[config.mk]
export PLATFORM = sky130hd
export DESIGN_NAME = sync_slave_tx
export DESIGN_NICKNAME = d
export VERILOG_FILES = /design/src/rtl/sst_pkg.sv /design/src/rtl/sst_clk_sync.sv /design/src/rtl/sst_shifter.sv /design/src/rtl/sync_slave_tx.sv
export SDC_FILE = /design/constraint.sdc
export NUM_CORES = 1
export LEC_CHECK = 0
export ABC_AREA = 1
export CORE_ASPECT_RATIO = 0.5
export CORE_MARGIN = 2
export CORE_UTILIZATION = 58
export CTS_CLUSTER_DIAMETER = 60
export CTS_CLUSTER_SIZE = 16
export DETAILED_ROUTE_END_ITERATION = 6
export PLACE_DENSITY = 0.84
export RECOVER_POWER = 50
export SYNTH_ARGS = -nofsm -noshare
export SYNTH_HDL_FRONTEND = slang
export SYNTH_SLANG_ARGS = --single-unit
[constraint.sdc]
create_clock -name clk -period 2.18 [get_ports clk]
set_input_delay 0.436 -clock clk [delete_from_list [all_inputs] [get_ports clk]]
set_output_delay 0.436 -clock clk [all_outputs]
set_load 0.005 [all_outputs]
[src/rtl/sst_pkg.sv]
package sst_pkg;
  typedef enum logic {
    PH_IDLE  = 1'b0,
    PH_SHIFT = 1'b1
  } tx_phase_e;

  localparam int unsigned SYNC_STAGES = 2;
endpackage

[src/rtl/sst_clk_sync.sv]
module sst_clk_sync
  import sst_pkg::*;
(
  input  logic clk,
  input  logic rst_n,
  input  logic ext_clk,
  output logic fall
);
  logic [SYNC_STAGES-1:0] stages;
  logic                   last_lvl;

  always_ff @(posedge clk or negedge rst_n) begin
    if (!rst_n) begin
      stages   <= '0;
      last_lvl <= 1'b0;
    end else begin
      stages   <= {stages[SYNC_STAGES-2:0], ext_clk};
      last_lvl <= stages[SYNC_STAGES-1];
    end
  end

  assign fall = last_lvl && !stages[SYNC_STAGES-1];

  // one external falling edge yields a single-cycle pulse
  a_r4_single_fall: assert property (@(posedge clk) disable iff (!rst_n)
    fall |=> !fall);
endmodule

[src/rtl/sst_shifter.sv]
module sst_shifter
  import sst_pkg::*;
#(
  parameter int unsigned DATA_W = 8
) (
  input  logic            clk,
  input  logic            rst_n,
  input  logic            clr,
  input  logic            load,
  input  logic [DATA_W:0] load_frame,
  input  logic            load_nine,
  input  logic            tick,
  output logic            busy,
  output logic            sdo
);
  localparam int unsigned FW = DATA_W + 1;
  localparam int unsigned CW = $clog2(FW + 1);

  tx_phase_e      phase;
  logic [FW-1:0]  sreg;
  logic [CW-1:0]  left;

  always_ff @(posedge clk or negedge rst_n) begin
    if (!rst_n) begin
      phase <= PH_IDLE;
      sreg  <= '1;
      left  <= '0;
      sdo   <= 1'b1;
    end else if (clr) begin
      phase <= PH_IDLE;
      sreg  <= '1;
      left  <= '0;
      sdo   <= 1'b1;
    end else if (load) begin
      phase <= PH_SHIFT;
      sreg  <= load_frame;
      sdo   <= load_frame[0];
      left  <= load_nine ? CW'(DATA_W) : CW'(DATA_W - 1);
    end else if (tick && phase == PH_SHIFT) begin
      if (left == '0) begin
        phase <= PH_IDLE;
        sdo   <= 1'b1;
        sreg  <= '1;
      end else begin
        sreg  <= {1'b1, sreg[FW-1:1]};
        sdo   <= sreg[1];
        left  <= left - 1'b1;
      end
    end
  end

  assign busy = (phase == PH_SHIFT);

  // the line only moves on a shift tick, a load or a clear
  a_r4_line_stable: assert property (@(posedge clk) disable iff (!rst_n)
    (!tick && !load && !clr) |=> $stable(sdo));
  // an idle shifter keeps the line high
  a_r10_idle_high: assert property (@(posedge clk) disable iff (!rst_n)
    (phase == PH_IDLE) |-> sdo);
endmodule

[src/rtl/sync_slave_tx.sv]
module sync_slave_tx
  import sst_pkg::*;
#(
  parameter int unsigned DATA_W = 8
) (
  input  logic              clk,
  input  logic              rst_n,
  input  logic              port_en,
  input  logic              tx_en,
  input  logic              ext_clk_sel,
  input  logic              nine_bit_mode,
  input  logic              ninth_bit,
  input  logic              irq_en,
  input  logic              wr_valid,
  input  logic [DATA_W-1:0] wr_data,
  output logic              wr_ready,
  output logic              irq,
  output logic              sr_empty,
  input  logic              ser_clk,
  output logic              ser_data
);
  logic              active;
  logic              accept;
  logic              fall;
  logic              sh_busy;
  logic              sh_load;
  logic [DATA_W:0]   sh_frame;
  logic              sh_nine;
  logic              hold_valid;
  logic [DATA_W:0]   hold_frame;
  logic              hold_nine;
  logic              from_hold;

  assign active = port_en && tx_en && ext_clk_sel;
  assign accept = wr_valid && wr_ready && active;

  sst_clk_sync u_sync (
    .clk     (clk),
    .rst_n   (rst_n),
    .ext_clk (ser_clk),
    .fall    (fall)
  );

  assign from_hold = hold_valid && !sh_busy;

  always_comb begin
    sh_load  = 1'b0;
    sh_frame = {ninth_bit, wr_data};
    sh_nine  = nine_bit_mode;
    if (from_hold) begin
      sh_load  = 1'b1;
      sh_frame = hold_frame;
      sh_nine  = hold_nine;
    end else if (accept && !sh_busy) begin
      sh_load  = 1'b1;
    end
  end

  always_ff @(posedge clk or negedge rst_n) begin
    if (!rst_n) begin
      hold_valid <= 1'b0;
      hold_frame <= '0;
      hold_nine  <= 1'b0;
    end else if (!active) begin
      hold_valid <= 1'b0;
    end else if (from_hold) begin
      hold_valid <= 1'b0;
    end else if (accept && sh_busy) begin
      hold_valid <= 1'b1;
      hold_frame <= {ninth_bit, wr_data};
      hold_nine  <= nine_bit_mode;
    end
  end

  sst_shifter #(.DATA_W(DATA_W)) u_shift (
    .clk        (clk),
    .rst_n      (rst_n),
    .clr        (!active),
    .load       (sh_load && active),
    .load_frame (sh_frame),
    .load_nine  (sh_nine),
    .tick       (fall),
    .busy       (sh_busy),
    .sdo        (ser_data)
  );

  assign wr_ready = !hold_valid;
  assign sr_empty = !sh_busy && !hold_valid;
  assign irq      = irq_en && wr_ready;

  // a write to an idle shifter goes straight in, port stays ready
  a_r2_direct_load: assert property (@(posedge clk) disable iff (!rst_n)
    (accept && !sh_busy) |=> (sh_busy && wr_ready));
  // a write behind a shifting word blocks the port
  a_r3_hold_blocks: assert property (@(posedge clk) disable iff (!rst_n)
    (accept && sh_busy) |=> !wr_ready);
  // going inactive clears everything next cycle
  a_r9_abort_clears: assert property (@(posedge clk) disable iff (!rst_n)
    !active |=> (ser_data && sr_empty && wr_ready));
  // no interrupt while the port is blocked
  a_r6_irq_quiet: assert property (@(posedge clk) disable iff (!rst_n)
    !wr_ready |-> !irq);
endmodule

==> results.yml, run 1 <==
critical_path:
  timing.critical_path.cells: "clkdlybuf4s50_1 -> inv_1 -> nor2_1 -> clkdlybuf4s50_1"
  critical_path.max_fanout: 1
  crit_path_frequent_cell: "sky130_fd_sc_hd__clkdlybuf4s50_1"
  worst_setup_path_end_kind: "output port"
  worst-path-buf-inv: 3
  critical_path.max_stage_delay_ps: 510
  cpLargestDelayFamily: "buffers and inverters"
  worst_ep_required_time_ps: 1740
  cp.arrival_ps: 1520
  crit_path_top_delay_cell: "sky130_fd_sc_hd__clkdlybuf4s50_1"
  critPathKind: "in -> out"
  start_kind: "primary input"
final_layout:
  postLayoutCellArea_sq_mm: 0.00188
  finish.net_count: 239
  layout.cells.most_common: "sky130_fd_sc_hd__nand2_1"
  share_of_cells_above_drive_strength_1_pct: 18.3
  instances_no_fill: 255
  area_growth_syn_to_layout_pct: 19.8
  layout.cells.most_common_list: "sky130_fd_sc_hd__nand2_1 (64), sky130_fd_sc_hd__inv_1 (24), sky130_fd_sc_hd__dfrtp_1 (19), sky130_fd_sc_hd__clkdlybuf4s50_1 (19), sky130_fd_sc_hd__nand3_1 (16)"
  antennaDiodeCount: 0
global_routing:
  grt_max_degree: 29
  antenna_violations_before_repair: 0
  global_route.overflow_total: 0
  number_of_global_route_vias_before_repair: 1059
  grt_first_pass_wirelength_microns: 4800
  groute.usage.overall_pct: 20.6
power_and_ir_drop:
  max-vdd-ir-drop_uv: 340
  total_switching_power_uw: 263
  clock_power_share_pct: 36.1
  power_density_over_the_cells_mw_per_mm2: 604
  internal-power_uw: 869
  power.leakage_uw: 0.000935
  power_frac_comb_pct: 13.7
  power.sequential.fraction_pct: 50.2
  sw_frac_of_total_pct: 23.3
cts:
  clockRootBuffer: "sky130_fd_sc_hd__clkbuf_8"
  clock_slew_seen_by_the_registers_of_the_worst_setup_and_hold_paths_ps: 90
  clock_buffer_count_from_cts: 3
  h-tree-depth: 1
  cts_tree: "done"
  ctsResizeCount: 0
  cts-hold-fix-buffers: 0
  cts_buffer_depth: 2
  postCtsSetupBuffers: 0
  clock_insertion_delay_worst_skew_ps: 280
  clock_sinks: 28
placement:
  hpwlAfterDp_microns: 2250
  placed_cell_areas_sq_mm: 0.00181
  placed_cells_incl_taps: 251
  port_buffers: 21
  dpl_worst_slack_ps: 213
  gp_routability_congestion: 0.858
sta:
  rsz0062_at_grt: "no"
  slew_viols_final: 0
  finalWorstPathRequiredPeriod_ps: 1960
  layout_setup_ws_ps: 222
  maximum_clock_skew_at_final_layout_ps: 7.12
  fin_tns_setup_ps: 0
  worst_slew_margin_rel_pct: 55.2
  final.period_utilization_pct: 89.8
  hold_viol: 0
  setup_viol_count_final: 0
  worstMarginPinSlew_ps: 672
  maximum_clock_rate_mhz: 511
  whs_ps: 366
floorplanning:
  dieArea_sq_mm: 0.00316
  die_h_microns: 40.7
  placementRows: 13
  die_width_microns: 77.5
  io_pins: 22
  initial_core_util_pct: 60.5
  total_core_area_sq_mm: 0.00259
synthesis:
  post_synth_instance_area_sq_mm: 0.00157
  netlist-cell-type-count: 25
  ys.warnings.count: 0
  syn_inst: 193
  synth.avg_cell_area_sq_um: 8.11
  synthArstFlopShare_pct: 100
  synth-main-ff-cell: "sky130_fd_sc_hd__dfrtp_1"
  synth.yosys.seq_area_share_pct: 45.5
  synth_edf_count: 0
  synth-seq-cells: 28
  syn-num-nets: 213
job:
  count_of_max_cap_constraint_violations: 0
min_path:
  hold_class: "reg -> reg"
drt:
  ant_nets: 0
  finalWirelength_microns: 3080
  dr.first_iter.drc_count: 91
  firstDrtPassIters: 4
  total_via_count_in_the_routed_design: 1271
  drt-wirelength-per-cell_microns: 12.1
  remaining_drc_errors: 0
  vias_per_cell: 4.98
outcome:
  status: "finished, final reports clean"
path summary, 6_finish.rpt:
| kind | start | endpoint | slack (ps) | depth (start not counted) |
|---|---|---|---|---|
| setup / recovery | irq_en | irq | 220 | 4 |
| hold / removal | u_sync.stages[0] | u_sync.stages[1] | 370 | 0 |
| setup reg to reg | u_shift.left[0] | u_shift.left[0] | 610 | 7 |
| hold reg to reg | u_sync.stages[0] | u_sync.stages[1] | 370 | 0 |
| max in group asynchronous | rst_n | hold_frame[0] | 1040 | 2 |
| min in group asynchronous | rst_n | hold_valid | 710 | 2 |
cell usage after synthesis (2+ instances only):
library cell / count / area, sq um
sky130_fd_sc_hd__nand2_4: 2 / 22.5
sky130_fd_sc_hd__inv_1: 24 / 90.1
sky130_fd_sc_hd__nand3_1: 16 / 80.1
sky130_fd_sc_hd__nand3b_1: 6 / 45.0
sky130_fd_sc_hd__dfrtp_1: 19 / 475
sky130_fd_sc_hd__nor2_1: 12 / 45.0
sky130_fd_sc_hd__a21oi_1: 4 / 20.0
sky130_fd_sc_hd__o21ai_2: 11 / 96.3
sky130_fd_sc_hd__o21ai_1: 6 / 30.0
sky130_fd_sc_hd__dfstp_2: 9 / 236
sky130_fd_sc_hd__nand3_2: 2 / 20.0
sky130_fd_sc_hd__buf_6: 4 / 45.0
sky130_fd_sc_hd__nand2_2: 2 / 12.5
sky130_fd_sc_hd__nand2_1: 64 / 240
sky130_fd_sc_hd__ha_1: 2 / 25.0
per-layer routing:
layer  GRT usage (%)  routed length (microns)
met5               0                        0
met4            4.46                       14
met3            5.07                      156
met2            35.9                     1370
met1            27.3                     1540
power groups by stage:
stage | registers, uW | logic, uW | clock network [uW]
2_1_floorplan | 575 | 90.1 | 0
3_3_place_gp | 577 | 152 | 0
3_5_place_dp | 578 | 158 | 0
4_1_cts | 569 | 158 | 414
5_1_grt | 572 | 173 | 440
6_report | 569 | 155 | 408
sequential cells by signal, summed over array words and instances (netlist names):
name	cells
hold_frame	9
u_shift.sreg	8
u_shift.left	4
u_sync.stages	2
hold_nine	1
hold_valid	1
u_shift.busy	1
u_shift.sdo	1
u_sync.last_lvl	1
final cells by class:
cell class	instances	area, sq um
sequential	28	712
clock buffer	3	41.3
inverter	27	109
timing repair buffer	25	238
fill	206	711
tap	37	46.3
multi-input combinational	134	699
clock inverter	1	30.0
worst reg2reg max path, cell delays in order (launching register included):
cell	delay (ps)
sky130_fd_sc_hd__dfrtp_1	410
sky130_fd_sc_hd__inv_1	120
sky130_fd_sc_hd__ha_1	170
sky130_fd_sc_hd__nand3_1	300
sky130_fd_sc_hd__nand2_1	220
sky130_fd_sc_hd__nand2_2	100
sky130_fd_sc_hd__nand3_1	90
sky130_fd_sc_hd__nand2_1	60
metrics by stage:
step | util, % | total power [uW]
6_report | 72.5 | 1130
5_1_grt | 72.5 | 1180
4_1_cts | 72.6 | 1140
3_5_place_dp | 69.9 | 735
3_3_place_gp | 69.9 | 729
2_1_floorplan | - | 665
cells by family (layout without fill, tap and decap cells):
| logic type | count (synthesis) | after routing | synth area share (%) |
|---|---|---|---|
| fa+ha+maj | 2 | 2 | 1.60 |
| buf+inv | 31 | 56 | 9.83 |
| compound gates | 22 | 22 | 9.67 |
| simple gates | 109 | 109 | 32.9 |
| flops | 28 | 28 | 45.5 |
| xor+xnor | 1 | 1 | 0.560 |
Power figures use the tool's default switching activity.
==> run 2: changes to the inputs <==
Settings changed: CORE_UTILIZATION 58 to 60, CTS_BUF_LIST set to sky130_fd_sc_hd__clkbuf_8, PLACE_DENSITY 0.84 to 0.87, SKIP_LAST_GASP set to 1.
==> run 2 against run 1 <==
Net effect: first-iteration DRC count decreased by 13%; final cell count unchanged; clock skew decreased by 4.3 ps; clock power about the same; highest routed layer unchanged; largest cell class unchanged; global-route usage increased by 0.79 points; die area decreased by 3.1%; critical path depth unchanged; count of clock-buffer cells in the layout unchanged; fmax decreased by 1.3%; power increased by 0.12%; worst hold slack got worse by 6.4 ps.
==> results.yml, run 2 (same netlist as run 1, synthesis figures left out) <==
power_and_ir_drop:
  post-layout-total-power_uw: 1130
  power_density_over_the_cells_mw_per_mm2: 604
  power.leakage_uw: 0.000935
  max-vdd-ir-drop_uv: 344
sta:
  finalWorstPathRequiredPeriod_ps: 1980
  worst_slew_margin_rel_pct: 54.2
  final.period_utilization_pct: 91.0
  hold_viol: 0
  layout_setup_ws_ps: 197
  setup_viol_count_final: 0
  slew_viols_final: 0
  maximum_clock_rate_mhz: 504
  fin_tns_setup_ps: 0
  maximum_clock_skew_at_final_layout_ps: 2.82
  rsz0062_at_grt: "no"
  worstMarginPinSlew_ps: 687
critical_path:
  worst_ep_required_time_ps: 1740
  critical_path.max_fanout: 1
  crit_path_top_delay_cell: "sky130_fd_sc_hd__clkdlybuf4s50_1"
  start_kind: "primary input"
  critPathKind: "in -> out"
  cpLargestDelayFamily: "buffers and inverters"
  critical_path.max_stage_delay_ps: 530
  worst-path-buf-inv: 3
  timing.critical_path.cells: "clkdlybuf4s50_1 -> inv_1 -> nor2_1 -> clkdlybuf4s50_1"
  cp.arrival_ps: 1550
  worst_setup_path_end_kind: "output port"
  crit_path_frequent_cell: "sky130_fd_sc_hd__clkdlybuf4s50_1"
drt:
  firstDrtPassIters: 5
  vias_per_cell: 5.00
  drt-wirelength-per-cell_microns: 12.0
  ant_nets: 0
  dr.first_iter.drc_count: 79
  total_via_count_in_the_routed_design: 1274
  remaining_drc_errors: 0
  finalWirelength_microns: 3050
cts:
  cts_tree: "done"
  h-tree-depth: 1
  postCtsSetupBuffers: 0
  cts_buffer_depth: 2
  clock_insertion_delay_worst_skew_ps: 270
  clock_buffer_count_from_cts: 3
  clockRootBuffer: "sky130_fd_sc_hd__clkbuf_8"
  ctsResizeCount: 0
  clock_sinks: 28
  clock_slew_seen_by_the_registers_of_the_worst_setup_and_hold_paths_ps: 90
  cts-hold-fix-buffers: 0
final_layout:
  finish.net_count: 239
  layout.cells.most_common_list: "sky130_fd_sc_hd__nand2_1 (64), sky130_fd_sc_hd__inv_1 (24), sky130_fd_sc_hd__dfrtp_1 (19), sky130_fd_sc_hd__clkdlybuf4s50_1 (19), sky130_fd_sc_hd__nand3_1 (16)"
  max_flop_register: "hold_frame"
  largest_reg_flops: 9
  utilization_after_layout_pct: 73.9
  layout.cells.most_common: "sky130_fd_sc_hd__nand2_1"
  share_of_cells_above_drive_strength_1_pct: 18.3
  reg.largest.list: "hold_frame (9), u_shift.sreg (8), u_shift.left (4)"
  num-fill-cells: 196
  antennaDiodeCount: 0
  area_growth_syn_to_layout_pct: 19.8
min_path:
  hold_class: "reg -> reg"
global_routing:
  grt_max_degree: 29
  number_of_global_route_vias_before_repair: 1038
  groute.usage.overall_pct: 21.4
  antenna_violations_before_repair: 0
  grt_first_pass_wirelength_microns: 4850
  global_route.overflow_total: 0
floorplanning:
  die_h_microns: 40.1
  io_pins: 22
  die_width_microns: 76.2
  placementRows: 13
  dieArea_sq_mm: 0.00306
  initial_core_util_pct: 61.7
  total_core_area_sq_mm: 0.00254
placement:
  gp_routability_congestion: 0.850
  dpl_worst_slack_ps: 202
  port_buffers: 21
  hpwlAfterDp_microns: 2140
outcome:
  status: "finished, final reports clean"
job:
  count_of_max_cap_constraint_violations: 0
==> run 2: final cells by class <==
class	instances	area [sq um]	area share, %
tap	37	46.3	2.47
inverter	27	109	5.80
timing repair buffer	25	238	12.7
sequential	28	712	38.0
clock inverter	1	30.0	1.60
clock buffer	3	41.3	2.20
multi-input combinational	134	699	37.3
==> run 2: path summary, 6_finish.rpt <==
check	start	end	slack [ps]	cells after the start
setup / recovery	irq_en	irq	200	4
hold / removal	u_sync.stages[0]	u_sync.stages[1]	360	0
setup reg to reg	u_shift.left[0]	u_shift.left[0]	610	7
hold reg to reg	u_sync.stages[0]	u_sync.stages[1]	360	0
max in group asynchronous	rst_n	u_shift.left[0]	1020	2
min in group asynchronous	rst_n	u_sync.stages[1]	720	2
==> run 2: power breakdown <==
| group | internal, uW | switching (uW) | total [uW] |
|---|---|---|---|
| sequential | 553 | 17.4 | 570 |
| combinational | 70.2 | 85.6 | 156 |
| clock | 246 | 162 | 408 |
| total | 869 | 265 | 1130 |
==> run 2: through the flow <==
| step | instances | hold WS, ps | cell area, sq um |
|---|---|---|---|
| 2_1_floorplan | 193 | 140 | 1570 |
| 3_3_place_gp | 251 | 334 | 1810 |
| 3_5_place_dp | 251 | 338 | 1810 |
| 4_1_cts | 255 | 360 | 1880 |
| 5_1_grt | 255 | 364 | 1880 |
| 6_report | 255 | 359 | 1880 |
==> run 2: metal layers <==
| layer | wire length, microns | share of wire (%) | GRT usage (%) |
|---|---|---|---|
| met5 | 0 | 0 | 0 |
| met2 | 1330 | 44 | 33.6 |
| met4 | 47 | 1.5 | 6.82 |
| met1 | 1560 | 51 | 30.3 |
| met3 | 110 | 3.6 | 4.73 |
==> run 3: changes to the inputs <==
Settings changed: PLACE_DENSITY 0.87 to unset, PLACE_DENSITY_LB_ADDON set to 0.3.
==> run 3 against run 2 <==
Net effect: sequential power barely moved; fmax is 1.3% higher; combinational power about the same; die area did not move; sequential cell count stayed put; sequential share of layout area grew 0.33 points; utilization fell by 0.64 points; via count is 0.71% higher; critical path depth unchanged; count of clock-buffer cells in the layout grew 1; highest routed layer unchanged; critical endpoint unchanged.
==> results.yml, run 3 (same netlist as run 1, synthesis figures left out) <==
min_path:
  min_from: "u_sync.stages[0]"
  holdPathEnd: "u_sync.stages[1]"
  hold_class: "reg -> reg"
  whs_path_cells: 0
floorplanning:
  die_width_microns: 76.2
  placementRows: 13
  initial_core_util_pct: 61.7
  dieArea_sq_mm: 0.00306
  total_core_area_sq_mm: 0.00254
  die_h_microns: 40.1
  io_pins: 22
sta:
  maximum_clock_skew_at_final_layout_ps: 4.07
  worst_slew_margin_rel_pct: 53.3
  fin_tns_setup_ps: 0
  final.period_utilization_pct: 89.8
  slew_viols_final: 0
  finalWorstPathRequiredPeriod_ps: 1960
  maximum_clock_rate_mhz: 511
  hold_viol: 0
  setup_viol_count_final: 0
  rsz0062_at_grt: "no"
  worstMarginPinSlew_ps: 701
power_and_ir_drop:
  power_density_over_the_cells_mw_per_mm2: 564
  clock_power_share_pct: 30.8
  max-vdd-ir-drop_uv: 515
  internal-power_uw: 785
  total_switching_power_uw: 265
  power.leakage_uw: 0.000928
  power_frac_comb_pct: 14.9
  power.sequential.fraction_pct: 54.3
  sw_frac_of_total_pct: 25.2
drt:
  total_via_count_in_the_routed_design: 1283
  ant_nets: 0
  finalWirelength_microns: 3150
  remaining_drc_errors: 0
  vias_per_cell: 5.03
  firstDrtPassIters: 4
  dr.first_iter.drc_count: 89
  drt-wirelength-per-cell_microns: 12.3
outcome:
  status: "finished, final reports clean"
critical_path:
  cp.arrival_ps: 1520
  start_kind: "primary input"
  critical_path.reg2reg.endpoint: "u_shift.left[1]"
  timing.critical_path.cells: "clkdlybuf4s50_1 -> inv_1 -> nor2_1 -> clkdlybuf4s50_1"
  rrSetupSlack_ps: 560
  critical_path.max_stage_delay_ps: 510
  worst_ep_required_time_ps: 1740
  critical_path.max_fanout: 1
  r2r.worst_path.cells: 8
  crit_path_top_delay_cell: "sky130_fd_sc_hd__clkdlybuf4s50_1"
  setup.worst_path.start: "irq_en"
  crit_path_frequent_cell: "sky130_fd_sc_hd__clkdlybuf4s50_1"
  worst_setup_path_end_kind: "output port"
  regToRegStartpoint: "u_shift.left[0]"
  cpLargestDelayFamily: "buffers and inverters"
  critPathKind: "in -> out"
  worst-path-buf-inv: 3
cts:
  clock_buffer_count_from_cts: 3
  clock_insertion_delay_worst_skew_ps: 270
  h-tree-depth: 1
  postCtsSetupBuffers: 0
  clock_slew_seen_by_the_registers_of_the_worst_setup_and_hold_paths_ps: 90
  cts_buffer_depth: 2
  clockRootBuffer: "sky130_fd_sc_hd__clkbuf_8"
  clock_sinks: 28
  cts-hold-fix-buffers: 0
  cts_tree: "done"
  ctsResizeCount: 0
placement:
  gp_routability_congestion: 0.849
  port_buffers: 21
  hpwlAfterDp_microns: 2240
final_layout:
  share_of_cells_above_drive_strength_1_pct: 18.3
  max_flop_register: "hold_frame"
  layout.cells.most_common_list: "sky130_fd_sc_hd__nand2_1 (64), sky130_fd_sc_hd__inv_1 (24), sky130_fd_sc_hd__dfrtp_1 (19), sky130_fd_sc_hd__clkdlybuf4s50_1 (19), sky130_fd_sc_hd__nand3_1 (16)"
  largest_reg_flops: 9
  utilization_after_layout_pct: 73.3
  area_growth_syn_to_layout_pct: 18.8
  antennaDiodeCount: 0
  finish.net_count: 239
  layout.cells.most_common: "sky130_fd_sc_hd__nand2_1"
  reg.largest.list: "hold_frame (9), u_shift.sreg (8), u_shift.left (4)"
  num-fill-cells: 213
global_routing:
  groute.usage.overall_pct: 21.5
  global_route.overflow_total: 0
  grt_max_degree: 29
  antenna_violations_before_repair: 0
  number_of_global_route_vias_before_repair: 1100
  grt_first_pass_wirelength_microns: 4900
job:
  count_of_max_cap_constraint_violations: 0
run 3: cell types whose count changed in the layout (fill, tap and decap cells not counted), sizes merged:
cell / before / now
bufinv: 1 / 0
clkbuf: 4 / 5
run 3: power by group through the flow:
stage | combinational [uW] | clock (uW) | sequential (uW)
6_report | 157 | 323 | 569
5_1_grt | 173 | 351 | 573
4_1_cts | 159 | 329 | 569
3_5_place_dp | 157 | 0 | 579
3_3_place_gp | 152 | 0 | 577
2_1_floorplan | 90.1 | 0 | 575
run 3: cell type report:
type,instances,area [sq um],share of cell area [%]
Clock buffer,4,55.1,2.96
Tap cell,37,46.3,2.49
Sequential cell,28,712,38.3
Timing Repair Buffer,25,238,12.8
Multi-Input combinational cell,134,699,37.6
Inverter,27,109,5.85
run 3: worst max-delay path by stage:
stage	endpoint	slack [ps]	cells after the start
2_1_floorplan	u_shift.left[0]	880	7
3_3_place_gp	irq	250	4
3_5_place_dp	irq	230	4
4_1_cts	irq	220	4
5_1_grt	irq	170	4
6_report	irq	220	4
run 3: stage by stage:
stage / instance area, sq um / setup slack (ps) / power (uW) / std cells / hold WS, ps
floorplan: 1570 / 879 / 665 / 193 / 140
global placement: 1810 / 254 / 729 / 251 / 333
detailed placement: 1810 / 226 / 736 / 251 / 345
CTS: 1860 / 218 / 1060 / 255 / 367
global route: 1860 / 167 / 1100 / 255 / 374
finish: 1860 / 222 / 1050 / 255 / 360
run 3: worst reg2reg max path, cell delays in order (launching register included):
cell	delay [ps]
sky130_fd_sc_hd__dfrtp_1	420
sky130_fd_sc_hd__inv_1	130
sky130_fd_sc_hd__ha_1	170
sky130_fd_sc_hd__nand3_1	320
sky130_fd_sc_hd__nand2_1	230
sky130_fd_sc_hd__nand2_2	100
sky130_fd_sc_hd__inv_2	80
sky130_fd_sc_hd__nand2_1	60
sky130_fd_sc_hd__nand2_1	60
run 3: metal layers:
layer / global-route usage, % / vias to the layer above / part of all wire (%)
li1: - / 655 / -
met1: 28.9 / 591 / 47
met2: 36.9 / 35 / 46
met3: 5.41 / 2 / 6.4
met4: 4.09 / 0 / 0.41
met5: 0 / - / 0
